<file path="config.mk">
export PLATFORM = sky130hd
export DESIGN_NAME = match_timer
export DESIGN_NICKNAME = d
export VERILOG_FILES = /design/src/rtl/mt_pkg.sv /design/src/rtl/mt_channel.sv /design/src/rtl/mt_dp.sv /design/src/rtl/mt_ctl.sv /design/src/rtl/match_timer.sv
export SDC_FILE = /design/constraint.sdc
export NUM_CORES = 1
export LEC_CHECK = 0
export BUFFER_PORTS_ARGS = -buffer_cell sky130_fd_sc_hd__buf_4
export CAP_MARGIN = 20
export CORE_MARGIN = 2
export CORE_UTILIZATION = 49
export DETAILED_ROUTE_END_ITERATION = 16
export MAX_ROUTING_LAYER = met4
export PLACE_DENSITY = 0.69
export SLEW_MARGIN = 20
export SYNTH_ARGS = -nofsm -noshare
export SYNTH_HDL_FRONTEND = slang
export SYNTH_SLANG_ARGS = --single-unit
</file>
<file path="constraint.sdc">
create_clock -name clk -period 2.4 [get_ports clk]
set_input_delay 0.48 -clock clk [delete_from_list [all_inputs] [get_ports clk]]
set_output_delay 0.48 -clock clk [all_outputs]
set_load 0.05 [all_outputs]
</file>
<file path="src/rtl/mt_pkg.sv">
package mt_pkg;
  // write strobes sent from the register decoder to one channel
  typedef struct packed {
    logic wrCtrl;
    logic wrCnt;
    logic wrCmp;
  } chStb_t;
endpackage

</file>
<file path="src/rtl/mt_channel.sv">
module mt_channel
  import mt_pkg::*;
#(
  parameter int CNT_W = 16
) (
  input  logic             clk,
  input  logic             rstN,
  input  logic             run,
  input  chStb_t           stb,
  input  logic [CNT_W-1:0] wrData,
  output logic [15:0]      ctrlRd,
  output logic [CNT_W-1:0] cntQ,
  output logic [CNT_W-1:0] cmpQ,
  output logic             flagQ,
  output logic             irq
);
  localparam bit IS32     = (CNT_W == 32);
  localparam int CTRL_W   = IS32 ? 16 : 8;
  localparam int SEL_W    = IS32 ? 3 : 2;
  localparam int FLAG_BIT = IS32 ? 15 : 7;
  localparam int IE_BIT   = IS32 ? 5 : 6;
  localparam int OVR_BIT  = 14;
  localparam int PRE_W    = 10;
  localparam logic [15:0] FMASK = IS32 ? 16'hC000 : 16'h0080;

  logic [CTRL_W-1:0] ctrlQ;
  logic [PRE_W-1:0]  preQ;
  logic              ovrQ;
  logic              tick;
  logic              hit;
  logic [SEL_W-1:0]  sel;

  function automatic logic [PRE_W-1:0] divM1(input logic [SEL_W-1:0] s);
    int d;
    if (IS32) d = (s == '0) ? 1 : (1 << (int'(s) - 1));
    else      d = 8 << (2 * int'(s));
    return PRE_W'(d - 1);
  endfunction

  assign sel  = ctrlQ[SEL_W-1:0];
  assign tick = run && (preQ >= divM1(sel));
  assign hit  = tick && !stb.wrCnt && (cntQ == cmpQ);

  // prescaler: free while running, held at zero while stopped
  always_ff @(posedge clk or negedge rstN) begin
    if (!rstN)     preQ <= '0;
    else if (!run) preQ <= '0;
    else if (tick) preQ <= '0;
    else           preQ <= preQ + 1'b1;
  end

  always_ff @(posedge clk or negedge rstN) begin
    if (!rstN) begin
      cntQ <= '0;
      cmpQ <= '1;
    end else begin
      if (stb.wrCnt)  cntQ <= wrData;
      else if (tick)  cntQ <= (cntQ == cmpQ) ? '0 : cntQ + 1'b1;
      if (stb.wrCmp)  cmpQ <= wrData;
    end
  end

  always_ff @(posedge clk or negedge rstN) begin
    if (!rstN) begin
      ctrlQ <= '0;
      flagQ <= 1'b0;
    end else begin
      if (stb.wrCtrl) ctrlQ <= wrData[CTRL_W-1:0] & ~FMASK[CTRL_W-1:0];
      if (hit)                                flagQ <= 1'b1;
      else if (stb.wrCtrl && !wrData[FLAG_BIT]) flagQ <= 1'b0;
    end
  end

  generate
    if (IS32) begin : g_ovr
      always_ff @(posedge clk or negedge rstN) begin
        if (!rstN)                               ovrQ <= 1'b0;
        else if (hit && flagQ)                   ovrQ <= 1'b1;
        else if (stb.wrCtrl && !wrData[OVR_BIT]) ovrQ <= 1'b0;
      end
    end else begin : g_noOvr
      assign ovrQ = 1'b0;
    end
  endgenerate

  assign ctrlRd = 16'(ctrlQ) | (16'(flagQ) << FLAG_BIT) | (16'(ovrQ) << OVR_BIT);
  assign irq    = flagQ & ctrlQ[IE_BIT];
endmodule

</file>
<file path="src/rtl/mt_dp.sv">
module mt_dp
  import mt_pkg::*;
#(
  parameter int NUM_CH = 2,
  parameter int CNT_W  = 16
) (
  input  logic                         clk,
  input  logic                         rstN,
  input  logic [NUM_CH-1:0]            runVec,
  input  chStb_t [NUM_CH-1:0]          stbVec,
  input  logic [CNT_W-1:0]             wrData,
  output logic [NUM_CH-1:0][15:0]      ctrlRd,
  output logic [NUM_CH-1:0][CNT_W-1:0] cntVec,
  output logic [NUM_CH-1:0][CNT_W-1:0] cmpVec,
  output logic [NUM_CH-1:0]            flagVec,
  output logic [NUM_CH-1:0]            irq
);
  generate
    for (genvar c = 0; c < NUM_CH; c++) begin : g_ch
      mt_channel #(.CNT_W(CNT_W)) u_ch (
        .clk    (clk),
        .rstN   (rstN),
        .run    (runVec[c]),
        .stb    (stbVec[c]),
        .wrData (wrData),
        .ctrlRd (ctrlRd[c]),
        .cntQ   (cntVec[c]),
        .cmpQ   (cmpVec[c]),
        .flagQ  (flagVec[c]),
        .irq    (irq[c])
      );
    end
  endgenerate
endmodule

</file>
<file path="src/rtl/mt_ctl.sv">
module mt_ctl
  import mt_pkg::*;
#(
  parameter int NUM_CH = 2,
  parameter int CNT_W  = 16,
  parameter int ADDR_W = 8
) (
  input  logic                         clk,
  input  logic                         rstN,
  input  logic                         wrEn,
  input  logic                         rdEn,
  input  logic [ADDR_W-1:0]            addr,
  input  logic [NUM_CH-1:0]            startIn,
  input  logic [NUM_CH-1:0][15:0]      ctrlRd,
  input  logic [NUM_CH-1:0][CNT_W-1:0] cntVec,
  input  logic [NUM_CH-1:0][CNT_W-1:0] cmpVec,
  output logic [NUM_CH-1:0]            runVec,
  output chStb_t [NUM_CH-1:0]          stbVec,
  output logic [CNT_W-1:0]             rdData
);
  localparam int STRIDE    = CNT_W / 8;
  localparam int PITCH     = 4 * STRIDE;
  localparam int STRIDE_LG = $clog2(STRIDE);
  localparam int PITCH_LG  = $clog2(PITCH);
  localparam int SLOT_W    = ADDR_W - PITCH_LG;

  logic [SLOT_W-1:0] slot;
  logic [1:0]        idx;
  logic              aligned;
  logic              startSel;
  logic [CNT_W-1:0]  rdNext;

  assign slot     = addr[ADDR_W-1:PITCH_LG];
  assign idx      = addr[PITCH_LG-1:STRIDE_LG];
  assign aligned  = (addr[STRIDE_LG-1:0] == '0);
  assign startSel = (addr == '0);

  always_comb begin
    stbVec = '0;
    rdNext = '0;
    if (startSel) rdNext = CNT_W'(runVec);
    for (int c = 0; c < NUM_CH; c++) begin
      if (aligned && slot == SLOT_W'(c + 1)) begin
        case (idx)
          2'd0: begin stbVec[c].wrCtrl = wrEn; rdNext = CNT_W'(ctrlRd[c]); end
          2'd1: begin stbVec[c].wrCnt  = wrEn; rdNext = cntVec[c]; end
          2'd2: begin stbVec[c].wrCmp  = wrEn; rdNext = cmpVec[c]; end
          default: ;
        endcase
      end
    end
  end

  always_ff @(posedge clk or negedge rstN) begin
    if (!rstN) begin
      runVec <= '0;
      rdData <= '0;
    end else begin
      if (wrEn && startSel) runVec <= startIn;
      if (rdEn)             rdData <= rdNext;
    end
  end
endmodule

</file>
<file path="src/rtl/match_timer.sv">
module match_timer
  import mt_pkg::*;
#(
  parameter int NUM_CH = 2,
  parameter int CNT_W  = 16,
  parameter int ADDR_W = 8
) (
  input  logic              clk,
  input  logic              rstN,
  input  logic              wrEn,
  input  logic              rdEn,
  input  logic [ADDR_W-1:0] addr,
  input  logic [CNT_W-1:0]  wrData,
  output logic [CNT_W-1:0]  rdData,
  output logic [NUM_CH-1:0] irq
);
  logic [NUM_CH-1:0]            runVec;
  chStb_t [NUM_CH-1:0]          stbVec;
  logic [NUM_CH-1:0][15:0]      ctrlRd;
  logic [NUM_CH-1:0][CNT_W-1:0] cntVec;
  logic [NUM_CH-1:0][CNT_W-1:0] cmpVec;
  logic [NUM_CH-1:0]            flagVec;

  mt_ctl #(.NUM_CH(NUM_CH), .CNT_W(CNT_W), .ADDR_W(ADDR_W)) u_ctl (
    .clk     (clk),
    .rstN    (rstN),
    .wrEn    (wrEn),
    .rdEn    (rdEn),
    .addr    (addr),
    .startIn (wrData[NUM_CH-1:0]),
    .ctrlRd  (ctrlRd),
    .cntVec  (cntVec),
    .cmpVec  (cmpVec),
    .runVec  (runVec),
    .stbVec  (stbVec),
    .rdData  (rdData)
  );

  mt_dp #(.NUM_CH(NUM_CH), .CNT_W(CNT_W)) u_dp (
    .clk     (clk),
    .rstN    (rstN),
    .runVec  (runVec),
    .stbVec  (stbVec),
    .wrData  (wrData),
    .ctrlRd  (ctrlRd),
    .cntVec  (cntVec),
    .cmpVec  (cmpVec),
    .flagVec (flagVec),
    .irq     (irq)
  );
endmodule

</file>
==> run metrics, run 1 <==
CTS tree yes; initial DRC count 609; uppermost routed layer met4; Post-Route Skew 0.0107 ns; Worst Tran Pin Value 0.547 ns; Yosys cell types 52; final hold violation count 0; Min-Delay Path Class primary input to async pin; highest clock rate 0.407 GHz; cells on worst reg2reg path 8; status finished with violations; worst hold slack 0.0138 ns; Main synth FF type dfrtp_1; # diodes 0; initial antenna violation count 0; Vias 5916; Final Slew Violations 0; routed wire length 18500 microns; # rows 43; total die area 0.0148 sq mm; Synth area leader dfrtp_1; share of the synthesized area in the top cell type 31.7%; DP HPWL 12700 microns; origin of the critical flop-to-flop path u_dp.g_ch[1].u_ch.ctrlQ[1]; # clock sinks 118; CTS buffer count 17; P per Cell Area 649 mW/mm^2; first-pass GRT wire length 29900 microns; placed cells 931; WL per Instance 19.0 microns; I/O Buffers 45; top-level I/O count 46; core area 0.0137 sq mm; Post-DRT Antenna Nets 0; Layout Cells excl Fill 973; violated checks negative setup slack; Avg Synthesized Cell Area 9.57 sq um; DR pass1 iterations 5; RSZ-0062 raised after global routing yes; CP Capture Type register; worst flop-to-flop path endpoint u_dp.g_ch[1].u_ch.cntQ[9]; setup TNS -0.0588 ns; Final Cell Area 0.00833 sq mm; Leak 3.54 nW; gpl congestion 0.912; Post-synth EDFFs 0; crit path max fanout 5; Syn Std Cell Area 0.00680 sq mm; CTS Root Cell clkbuf_16; critical path type register to register; Setup-failing EPs final 1; H-tree levels 4; WL met3 1210 microns; final setup margin -0.0588 ns; top area cells in the synthesized netlist dfrtp_1, dfstp_2, mux2_1; vias per inst 6.08; CP startpoint kind register; starting density of the core 49.5%; Met2 Wirelength 8670 microns; P&R area growth vs syn 22.6%; metal1 wirelength 8150 microns; Clock Latency Late Sink 0.42 ns; Final Cycle Share 102%; FFs w/ async S/R, synth 100%; Yosys Warn Count 0; Final min period 2.46 ns; GR Util All Layers 26.7%; DRC 0; chip width 122 microns; maximum vdd drop 0.488 mV; layout cell share with drive strength beyond 1 24.3%; Post-synth top cells dfrtp_1, nor2_1, nand2_1; Mapped Cells 710; pin count of the biggest net entering global routing 61; Die Y 122 microns; register-to-register setup slack -0.06 ns; placed cell area 0.00754 sq mm; vias in the first global route 5733; post-synthesis sequential area ratio 44.0%; nets@finish 823; grt total ovfl 0; #FFs+latches synth 118; MaxCap Viol Count 0; Max clock buf depth 2; Data arrival, critical path 2.80 ns; most numerous cell in the Yosys netlist dfrtp_1; Clock transition at path regs 0.05 ns; Req. time, crit path 2.75 ns; Slew HR 63.0%
## cells in the final DEF, fill, tap and decap left out, types with 12 or more instances in the layout
master | Yosys | routed
buf_4 | 3 | 88
dfrtp_1 | 86 | 86
nor2_1 | 83 | 81
nand2_1 | 48 | 46
a21oi_1 | 45 | 43
xnor2_1 | 41 | 41
mux2_1 | 40 | 40
nand3_1 | 34 | 34
o21ai_0 | 33 | 32
dfstp_2 | 32 | 32
clkbuf_16 | 0 | 18
a22o_1 | 17 | 17
a22oi_1 | 17 | 17
a31oi_1 | 15 | 14
nor2b_1 | 13 | 13
nand4_1 | 12 | 12
mux2i_1 | 12 | 12
ha_1 | 15 | 12
## worst max-delay path by stage
stage / from / to / slack (ns)
floorplan: addr[5] / u_dp.g_ch[0].u_ch.cmpQ[10] / 0.06
global placement: u_dp.g_ch[1].u_ch.ctrlQ[1] / u_dp.g_ch[1].u_ch.cntQ[9] / 0.03
detailed placement: u_dp.g_ch[1].u_ch.ctrlQ[1] / u_dp.g_ch[1].u_ch.cntQ[12] / -0.09
CTS: u_dp.g_ch[0].u_ch.ctrlQ[1] / u_dp.g_ch[0].u_ch.cntQ[13] / 0.008
global route: u_dp.g_ch[1].u_ch.ctrlQ[1] / u_dp.g_ch[1].u_ch.cntQ[9] / -0.11
finish: u_dp.g_ch[1].u_ch.ctrlQ[1] / u_dp.g_ch[1].u_ch.cntQ[9] / -0.06
## metal layers
metal  vias to the layer above  track usage [%]
met5                         -                -
met1                      2919             35.6
met3                        43             5.43
met2                       251             41.2
met4                         0             8.55
li1                       2703                -
## critical path, stage by stage (launching register included)
cell     delay [ns]
dfrtp_1        0.41
inv_2          0.09
ha_4           0.28
nand2_2        0.04
a211o_1        0.28
a221o_1        0.45
or4_1          0.51
a21o_1         0.19
a21oi_2        0.13
## registers in the layout, indices dropped and copies added, names as in the netlist
name                  flops
u_dp.g_ch.u_ch.preQ      20
u_dp.g_ch.u_ch.cmpQ      32
u_ctl.runVec              2
u_ctl.rdData             16
u_dp.g_ch.u_ch.cntQ      32
u_dp.g_ch.u_ch.flagQ      2
u_dp.g_ch.u_ch.ctrlQ     14
## layout make-up
class                           instances  area [sq um]
Clock buffer                           24           513
Clock inverter                          8          92.6
Fill cell                            1160          5390
Inverter                                9          33.8
Multi-Input combinational cell        538          3680
Sequential cell                       118          2990
Tap cell                              180           225
Timing Repair Buffer                   96           795
## report_power, final
part / switching (mW) / total (mW) / internal, mW
sequential: 0.106 / 2.21 / 2.11
clock: 0.892 / 2.58 / 1.69
combinational: 0.363 / 0.610 / 0.248
total: 1.36 / 5.40 / 4.04
## stage by stage
step | setup WS [ns] | power, mW | utilization [%]
2_1_floorplan | 0.0620 | 2.55 | -
3_3_place_gp | 0.0314 | 2.81 | 54.9
3_5_place_dp | -0.0911 | 2.83 | 54.9
4_1_cts | 0.00799 | 5.41 | 59.8
5_1_grt | -0.107 | 5.58 | 60.7
6_report | -0.0588 | 5.40 | 60.7
## kinds of logic (layout without fill, tap and decap cells)
group                      Yosys count  after routing  share of synthesized area, %
AOI/OAI and AO/OA                  166            166                          15.4
xor gates and xnor gates            52             52                          6.70
adders and majority gates           15             15                          2.76
buffers and inverters               55            137                          3.37
DFF                                118            118                          44.0
muxes                               61             61                          9.89
other                                1              2                        0.0552
and+or+nand+nor                    242            242                          17.8
## timing repair
| action | in CTS | in global routing |
|---|---|---|
| gates resized for setup | 2 | 21 |
| setup buffers | 6 | 5 |
| pin swaps | 2 | 17 |
| endpoints found under the setup margin | 9 | 40 |
| hold buffers | 0 | 0 |
Note: power is estimated with default switching activity, not from simulation.
==> run 2: changes to the inputs <==
Settings changed: CORE_ASPECT_RATIO from default to 1.5, RECOVER_POWER from default to 50.
==> run metrics, run 2 (synthesized netlist as in run 1, its figures left out) <==
DRC 0; chip width 100 microns; top-level I/O count 46; Clock transition at path regs 0.05 ns; status completed; Data arrival, critical path 2.69 ns; slowest stage delay, CP 0.47 ns; P&R area growth vs syn 21.0%; nets@finish 817; GR Util All Layers 26.5%; Clock Latency Late Sink 0.42 ns; Max clock buf depth 2; Final Cell Area 0.00822 sq mm; Final Cycle Share 99.8%; origin of the critical flop-to-flop path u_dp.g_ch[0].u_ch.cntQ[0]; Slew HR 28.9%; DP HPWL 13100 microns; gpl congestion 0.918; # diodes 0; starting density of the core 50.2%; Vias 5756; Final Slew Violations 0; core area 0.0135 sq mm; Top Registers u_dp.g_ch.u_ch.cmpQ (32), u_dp.g_ch.u_ch.cntQ (32), u_dp.g_ch.u_ch.preQ (20); pin count of the biggest net entering global routing 70; CTS buffer count 17; Leak 3.48 nW; Final min period 2.40 ns; Req. time, crit path 2.69 ns; MaxCap Viol Count 0; cells on worst reg2reg path 9; Util after Layout 60.7%; critical path type register to register; maximum vdd drop 0.427 mV; Slowest cell on crit path dfrtp_1; Worst Tran Pin Value 1.07 ns; register-to-register setup slack 0.005 ns; hold path start wrData[10]; initial DRC count 367; CTS tree yes; fillers 1128; H-tree levels 4; final hold violation count 0; highest clock rate 0.418 GHz; DR pass1 iterations 5; most frequent cells in the layout dfrtp_1, nor2_1, buf_4; routed wire length 18600 microns; I/O Buffers 45; CP cell instances xnor2_1 > nand4_1 > nor4_2 > a211oi_2 > buf_4 > buf_2 > buf_4 > nand3_1 > nand3_1; hold path endpoint u_dp.g_ch[1].u_ch.cmpQ[10]; placed cell area 0.00746 sq mm; layout cell share with drive strength beyond 1 22.6%; grt total ovfl 0; Post-Route Skew 0.00482 ns; worst flop-to-flop path endpoint u_dp.g_ch[0].u_ch.cntQ[1]; P per Cell Area 667 mW/mm^2; WHS Path Cells 2; initial antenna violation count 0; worst hold slack 0.334 ns; # clock sinks 118; total die area 0.0148 sq mm; CTS Root Cell clkbuf_16; Setup-failing EPs final 0; Die Y 148 microns; CP startpoint kind register; RSZ-0062 raised after global routing yes; # rows 52; Post-DRT Antenna Nets 0; vias in the first global route 5794; first-pass GRT wire length 29800 microns; most common cell after layout, fill and taps aside dfrtp_1; crit path max fanout 6; CP Capture Type register; vias per inst 6.07; WL per Instance 19.6 microns; Min-Delay Path Class primary input to register
## run 2: cell types whose count changed in the layout (fill, tap and decap cells not counted), moves of 2 or more
cell	change
nand2_1	+2
bufinv_16	+2
clkbuf_8	-2
nand2_2	-2
buf_12	-3
buf_4	-15
clkbuf_1	+9
## run 2: routing by layer
metal	vias to the layer above	global-route usage, %	routed length (microns)
met4	0	14.2	902
met3	56	3.62	789
met2	185	43.7	9440
met1	2840	31.2	7470
met5	-	-	0
li1	2675	-	-
## run 2: repair_timing
item | in CTS | in global routing
hold buffers | 1 | 0
gates cloned | 0 | 1
setup buffers | 2 | 6
pin swaps | 2 | 17
resized for setup | 1 | 27
hold endpoints to repair | 6 | 0
endpoints found under the setup margin | 4 | 34
## run 2: worst max-delay path, delay by kind of cell (launching register included)
kind	cells	cell delay (ns)
AO/OA/AOI/OAI	1	0.10
XOR/XNOR	1	0.44
buffers and inverters	3	0.44
flip-flops	1	0.47
AND/OR/NAND/NOR	4	0.81
## run 2: worst max path at each step
stage / start / end / slack (ns) / cells past startpoint
2_1_floorplan: addr[5] / u_dp.g_ch[0].u_ch.cmpQ[10] / 0.06 / 6
3_3_place_gp: u_dp.g_ch[1].u_ch.ctrlQ[1] / u_dp.g_ch[1].u_ch.cntQ[9] / 0.02 / 8
3_5_place_dp: u_dp.g_ch[1].u_ch.ctrlQ[1] / u_dp.g_ch[1].u_ch.cntQ[12] / -0.11 / 7
4_1_cts: u_dp.g_ch[1].u_ch.ctrlQ[1] / u_dp.g_ch[1].u_ch.cntQ[9] / 0.008 / 8
5_1_grt: u_dp.g_ch[1].u_ch.preQ[1] / u_dp.g_ch[1].u_ch.cntQ[9] / -0.03 / 7
6_report: u_dp.g_ch[0].u_ch.cntQ[0] / u_dp.g_ch[0].u_ch.cntQ[1] / 0.005 / 9
## run 2: final cells by class
cell class | count | area (sq um) | share of cell area (%)
inverter | 9 | 33.8 | 0.411
sequential | 118 | 2990 | 36.4
clock inverter | 10 | 153 | 1.86
timing repair buffer | 90 | 679 | 8.26
multi-input combinational | 538 | 3690 | 44.9
tap | 162 | 203 | 2.47
clock buffer | 22 | 464 | 5.65
## run 2: metrics by stage
step	setup slack, ns	setup TNS (ns)	total power [mW]	std cells
2_1_floorplan	0.0620	0	2.55	711
3_3_place_gp	0.0243	0	2.80	908
3_5_place_dp	-0.113	-0.316	2.82	908
4_1_cts	0.00805	0	5.50	943
5_1_grt	-0.0257	-0.0542	5.65	949
6_report	0.00487	0	5.49	949
## run 2: power by group
part / leakage [nW] / total, mW / switching (mW) / internal, mW
logic: 1.68 / 0.581 / 0.355 / 0.226
clock network: 0.304 / 2.68 / 0.901 / 1.78
registers: 1.49 / 2.22 / 0.120 / 2.10
